**src/rtl/xstate_pkg.sv**
```systemverilog
package xstate_pkg;
  localparam logic [15:0] SUP_MSR_ADDR = 16'h0DA0;

  typedef struct packed {
    logic fault;
    logic wr_xcr;
    logic wr_xss;
    logic rd_xcr;
    logic rd_xss;
  } acc_dec_t;
endpackage

```
**src/rtl/xstate_access_check.sv**
```systemverilog
module xstate_access_check
  import xstate_pkg::*;
#(
  parameter int W = 8,
  parameter int AW = 16,
  parameter logic [W-1:0] USER_OK = 8'h0F,
  parameter logic [W-1:0] SUP_OK = 8'h30
) (
  input  logic          en_i,
  input  logic          we_i,
  input  logic          msr_i,
  input  logic [AW-1:0] addr_i,
  input  logic [1:0]    priv_i,
  input  logic [W-1:0]  wdata_i,
  output acc_dec_t      dec_o
);
  localparam logic [AW-1:0] MSR_A = AW'(SUP_MSR_ADDR);

  logic priv_ok, xcr_rsvd, xss_rsvd;
  assign priv_ok  = (priv_i == 2'd0);
  assign xcr_rsvd = |(wdata_i & ~USER_OK);
  assign xss_rsvd = |(wdata_i & ~SUP_OK);

  always_comb begin
    dec_o = '0;
    if (en_i) begin
      if (!msr_i) begin
        if (addr_i != '0)                                     dec_o.fault  = 1'b1;
        else if (!we_i)                                       dec_o.rd_xcr = 1'b1;
        else if (!priv_ok || !wdata_i[0] || xcr_rsvd)         dec_o.fault  = 1'b1;
        else                                                  dec_o.wr_xcr = 1'b1;
      end else begin
        if (!priv_ok || addr_i != MSR_A)                      dec_o.fault  = 1'b1;
        else if (!we_i)                                       dec_o.rd_xss = 1'b1;
        else if (xss_rsvd)                                    dec_o.fault  = 1'b1;
        else                                                  dec_o.wr_xss = 1'b1;
      end
    end
  end

  // at most one action per access
  always_comb begin
    assert ($onehot0({dec_o.fault, dec_o.wr_xcr, dec_o.wr_xss, dec_o.rd_xcr, dec_o.rd_xss}))
      else $error("p_one_action_r11");
  end
endmodule

```
**src/rtl/xstate_regs.sv**
```systemverilog
module xstate_regs
  import xstate_pkg::*;
#(
  parameter int W = 8,
  parameter logic [W-1:0] SUP_OK = 8'h30
) (
  input  logic         clk_i,
  input  logic         rst_ni,
  input  acc_dec_t     dec_i,
  input  logic [W-1:0] wdata_i,
  output logic [W-1:0] xcr_o,
  output logic [W-1:0] xss_o,
  output logic [W-1:0] rdata_o,
  output logic         fault_o
);
  localparam logic [W-1:0] XCR_RST = W'(1);

  logic [W-1:0] xcr_q, xss_q, rdata_q;
  logic         fault_q;

  always_ff @(posedge clk_i or negedge rst_ni) begin
    if (!rst_ni) begin
      xcr_q   <= XCR_RST;
      xss_q   <= '0;
      rdata_q <= '0;
      fault_q <= 1'b0;
    end else begin
      if (dec_i.wr_xcr) xcr_q <= wdata_i;
      if (dec_i.wr_xss) xss_q <= wdata_i;
      fault_q <= dec_i.fault;
      rdata_q <= dec_i.rd_xcr ? xcr_q : (dec_i.rd_xss ? xss_q : '0);
    end
  end

  assign xcr_o   = xcr_q;
  assign xss_o   = xss_q;
  assign rdata_o = rdata_q;
  assign fault_o = fault_q;

  p_xcr_gate_r3: assert property (@(posedge clk_i) disable iff (!rst_ni)
    !$stable(xcr_q) |-> $past(dec_i.wr_xcr));
  p_xss_gate_r7: assert property (@(posedge clk_i) disable iff (!rst_ni)
    !$stable(xss_q) |-> $past(dec_i.wr_xss));
  p_base_bit_r5: assert property (@(posedge clk_i) disable iff (!rst_ni) xcr_q[0]);
  p_xss_rsvd_r6: assert property (@(posedge clk_i) disable iff (!rst_ni)
    (xss_q & ~SUP_OK) == '0);
endmodule

```
**src/rtl/xstate_mask_gen.sv**
```systemverilog
module xstate_mask_gen #(
  parameter int W = 8
) (
  input  logic         clk_i,
  input  logic         rst_ni,
  input  logic         req_i,
  input  logic         sup_i,
  input  logic [W-1:0] rfbm_i,
  input  logic [W-1:0] xcr_i,
  input  logic [W-1:0] xss_i,
  output logic [W-1:0] mask_o
);
  logic [W-1:0] sel, mask_q;

  assign sel = sup_i ? (xcr_i | xss_i) : xcr_i;

  always_ff @(posedge clk_i or negedge rst_ni) begin
    if (!rst_ni)    mask_q <= '0;
    else if (req_i) mask_q <= sel & rfbm_i;
  end

  assign mask_o = mask_q;

  p_user_subset_r9: assert property (@(posedge clk_i) disable iff (!rst_ni)
    (req_i && !sup_i) |=> (mask_q & ~$past(xcr_i)) == '0);
  p_sup_subset_r10: assert property (@(posedge clk_i) disable iff (!rst_ni)
    req_i |=> (mask_q & ~$past(rfbm_i)) == '0);
  p_hold_r9: assert property (@(posedge clk_i) disable iff (!rst_ni)
    !req_i |=> $stable(mask_q));
endmodule

```
**src/rtl/xstate_mask_unit.sv**
```systemverilog
module xstate_mask_unit
  import xstate_pkg::*;
#(
  parameter int W = 8,
  parameter int AW = 16,
  parameter logic [W-1:0] USER_OK = 8'h0F,
  parameter logic [W-1:0] SUP_OK = 8'h30
) (
  input  logic          clk_i,
  input  logic          rst_ni,
  input  logic          acc_en_i,
  input  logic          acc_we_i,
  input  logic          acc_msr_i,
  input  logic [AW-1:0] acc_addr_i,
  input  logic [1:0]    acc_priv_i,
  input  logic [W-1:0]  acc_wdata_i,
  input  logic          save_req_i,
  input  logic          save_sup_i,
  input  logic [W-1:0]  save_rfbm_i,
  output logic [W-1:0]  mask_o,
  output logic [W-1:0]  rdata_o,
  output logic          fault_o,
  output logic [W-1:0]  feat_en_o
);
  acc_dec_t     dec;
  logic [W-1:0] xcr, xss;

  xstate_access_check #(.W(W), .AW(AW), .USER_OK(USER_OK), .SUP_OK(SUP_OK)) u_chk (
    .en_i(acc_en_i), .we_i(acc_we_i), .msr_i(acc_msr_i), .addr_i(acc_addr_i),
    .priv_i(acc_priv_i), .wdata_i(acc_wdata_i), .dec_o(dec)
  );

  xstate_regs #(.W(W), .SUP_OK(SUP_OK)) u_regs (
    .clk_i(clk_i), .rst_ni(rst_ni), .dec_i(dec), .wdata_i(acc_wdata_i),
    .xcr_o(xcr), .xss_o(xss), .rdata_o(rdata_o), .fault_o(fault_o)
  );

  xstate_mask_gen #(.W(W)) u_mask (
    .clk_i(clk_i), .rst_ni(rst_ni), .req_i(save_req_i), .sup_i(save_sup_i),
    .rfbm_i(save_rfbm_i), .xcr_i(xcr), .xss_i(xss), .mask_o(mask_o)
  );

  assign feat_en_o = xcr;

  p_fault_pulse_r11: assert property (@(posedge clk_i) disable iff (!rst_ni)
    fault_o |-> $past(acc_en_i));
  p_user_no_wr_r3: assert property (@(posedge clk_i) disable iff (!rst_ni)
    (acc_en_i && !acc_msr_i && acc_we_i && acc_priv_i != 2'd0) |=> fault_o);
endmodule

```
**config.mk**
```make
export PLATFORM = sky130hd
export DESIGN_NAME = xstate_mask_unit
export DESIGN_NICKNAME = d
export VERILOG_FILES = /design/src/rtl/xstate_pkg.sv /design/src/rtl/xstate_access_check.sv /design/src/rtl/xstate_regs.sv /design/src/rtl/xstate_mask_gen.sv /design/src/rtl/xstate_mask_unit.sv
export SDC_FILE = /design/constraint.sdc
export NUM_CORES = 1
export LEC_CHECK = 0
export ABC_AREA = 1
export BUFFER_PORTS_ARGS = -buffer_cell sky130_fd_sc_hd__buf_2
export CORE_ASPECT_RATIO = 0.75
export CORE_UTILIZATION = 23
export DETAILED_ROUTE_END_ITERATION = 16
export HOLD_SLACK_MARGIN = 0.02
export REMOVE_ABC_BUFFERS = 1
export SYNTH_ARGS = -nofsm -noshare
export SYNTH_HDL_FRONTEND = slang
export SYNTH_SLANG_ARGS = --single-unit
```
**constraint.sdc**
```tcl
create_clock -name clk_i -period 0.8 [get_ports clk_i]
set_input_delay 0.08 -clock clk_i [delete_from_list [all_inputs] [get_ports clk_i]]
set_output_delay 0.08 -clock clk_i [all_outputs]
set_load 0.02 [all_outputs]
```
==> impl_results.md <==
- Slowest-stage cell, CP: dfstp_2
- H-tree lvl count: 2
- Detailed Route WL: between 4 and 5 mm
- Final slew viol count: 0
- Clock Skew: about 0.0077 ns
- Flops & latches, synth: 33
- CP top delay family: flip-flops
- Dpl cells: 343
- CTS sink cnt: 33
- Fmax: ~960 MHz
- Post-Syn Area: around 1500 µm²
- Yosys Warn Count: 0
- CTS clk-pin slew, worst paths: 0.07 ns
- Grt ovf: 0
- CTS root buf: clkbuf_8
- Required time of the critical path: about 0.72 ns
- Layout cells sized above 1: 0.599
- Die Wd: between 90 and 100 µm
- CTS Buf Count: 5
- Layout area overhead: 77.5%
- Mapped Cells: approximately 190
- Normalized max-slew margin: 0.748
- Global Route Usage Sum: 0.137
- Full die area: ~7000 µm²
- DIE HEIGHT: roughly 73 µm
- Max clock buf depth: 2
- Port buffer count: 65
- Period Utilization, post-route: 1.30
- Mean Syn Cell Area: 8.35 µm²
- Crit Path Category: flip-flop to primary output
- Hold Vio Cnt, Final: 0
- Final setup margin: -0.242 ns
- Initial Util: 0.242
- Row cnt: 25
- Antenna violations before repair: 0
- Status: complete, but fails checks
- CP endpoint kind: primary output
- Core area: approximately 6400 µm²
- Final min period: between 1 and 1.5 ns
- I/O pins: 66
- Most common cell after layout, fill and taps aside: buf_6
- Gpl congestion: 0.804
- Via density: between 4 and 5
- Largest fanout on the critical path: 2
- Most frequent cells in the layout: buf_6, buf_2, dfrtp_1
- Startpoint types: flip-flop
- Crit-path cells: buf_6
- Drt wl/cell: 12.6 µm
- Max incr delay on CP: between 0.5 and 0.6 ns
- Leakage: 1.35 nW
- Inserted Diodes: 0
- Final Cell Area: around 2700 µm²
- Hold WC Path Type: input port to flip-flop
- Iter 0 DRT Violations: 65
- First-pass GRT wire length: about 7.5 mm
- Fill count: 633
- Detail Route Antenna Nets: 0
- Sequential share of the synthesized area: 0.536
- Failing checks: negative setup slack
- Detail Placement HPWL: around 3.2 mm
- Vias in the first global route: between 1.5k and 2k
- Setup violation total in the final timing report: 39
- Nets: ~320
- CTS tree: built
- Placed Area: ~2100 µm²
- RSZ-0062 raised after global routing: yes
- Synth unique cells: 23
- Buffers & Inverters on Critical Path: 1
- # DRC: 0
- Maximum VDD drop: 645 µV
- Largest net degree at the start of global routing: 17
- Max Cap Viol: 0
- WP data arrival: 0.96 ns
- Clock Latency Late Sink: about 0.29 ns
- Detailed-route via count: between 1.5k and 2k
- Power per Cell Area: 1390 nW/µm²
- Drt pass-1 iters: 4
- Worst Max-Slew Pin Slew: about 0.38 ns
- Non-Filler Instances: about 360
Yosys cell counts (all sizes together):
library cell | n | area [µm²]
a21oi | 8 | 40.0
buf | 2 | 8.75
clkbuf | 1 | 3.75
clkinv | 1 | 3.75
dfrtp | 32 | 801
dfstp | 1 | 26.3
inv | 27 | 101
nand2 | 47 | 184
nand3 | 19 | 113
nand4 | 1 | 6.26
nor2 | 25 | 106
nor3 | 4 | 52.6
o21ai | 8 | 40.0
o21bai | 1 | 7.51
o22ai | 8 | 50.1
flip-flops by register name, summed over array words and instances, names as in the netlist:
name / flops
u_mask.mask_o: 8
u_regs.fault_o: 1
u_regs.rdata_o: 8
u_regs.xcr_o: 8
u_regs.xss_o: 8
routing by layer:
metal  global-route usage  up-vias  part of all wire  routed length, µm
met5                    0        -                 0                  0
met4               0.0348        0            0.0055                 25
met3               0.0441        4             0.045                207
met2                0.230       32              0.49               2220
met1                0.174      746              0.46               2120
li1                     -      781                 -                  -
logic make-up after synthesis:
logic type / Yosys count / synth area share
flops: 33 / 0.536
simple gates: 96 / 0.299
buf+inv: 31 / 0.0762
compound gates: 25 / 0.0891
area by class of cell:
cell class                      count  area (µm²)  share of cell area
Clock buffer                        6        82.6              0.0301
Clock inverter                      2        37.5              0.0137
Tap cell                           81         101              0.0370
Inverter                           28         109              0.0397
Multi-Input combinational cell    121         821               0.300
Timing Repair Buffer               92         761               0.278
Sequential cell                    33         828               0.302
final timing paths:
kind / start / to / slack [ns] / cells after the start
setup / recovery: u_regs.xcr_o[0] / feat_en_o[0] / -0.24 / 1
hold / removal: save_rfbm_i[2] / u_mask.mask_o[2] / 0.03 / 3
setup reg to reg: u_regs.xcr_o[0] / u_mask.mask_o[0] / -0.15 / 3
hold reg to reg: u_regs.xss_o[0] / u_regs.xss_o[0] / 0.51 / 2
max in group asynchronous: rst_ni / u_regs.xcr_o[2] / 0.21 / 3
min in group asynchronous: rst_ni / u_regs.fault_o / 0.19 / 2
power breakdown:
group | switching (mW) | total, mW | leakage [nW] | internal, mW
sequential | 0.0165 | 1.71 | 0.424 | 1.69
combinational | 0.243 | 0.469 | 0.867 | 0.225
clock | 0.618 | 1.63 | 0.0574 | 1.01
what timing repair did:
item | in CTS | in global routing
gates resized for setup | 68 | 58
endpoints found under the setup margin | 39 | 58
hold buffers | 1 | 0
setup buffers | 8 | 3
pin swaps | 0 | 17
hold endpoints to repair | 33 | 0
through the flow:
step / util / setup WS (ns) / hold WS (ns) / setup TNS [ns] / power, mW
finish: 0.429 / -0.242 / 0.0313 / -3.32 / 3.81
floorplan: - / -0.106 / -0.216 / -1.71 / 1.86
global route: 0.429 / -0.267 / 0.0337 / -5.33 / 3.97
CTS: 0.393 / -0.250 / 0.0272 / -3.57 / 3.78
global placement: 0.326 / -0.347 / -0.0327 / -7.32 / 2.09
detailed placement: 0.326 / -0.342 / -0.0310 / -7.22 / 2.10
(Power assumes the default switching activity.)
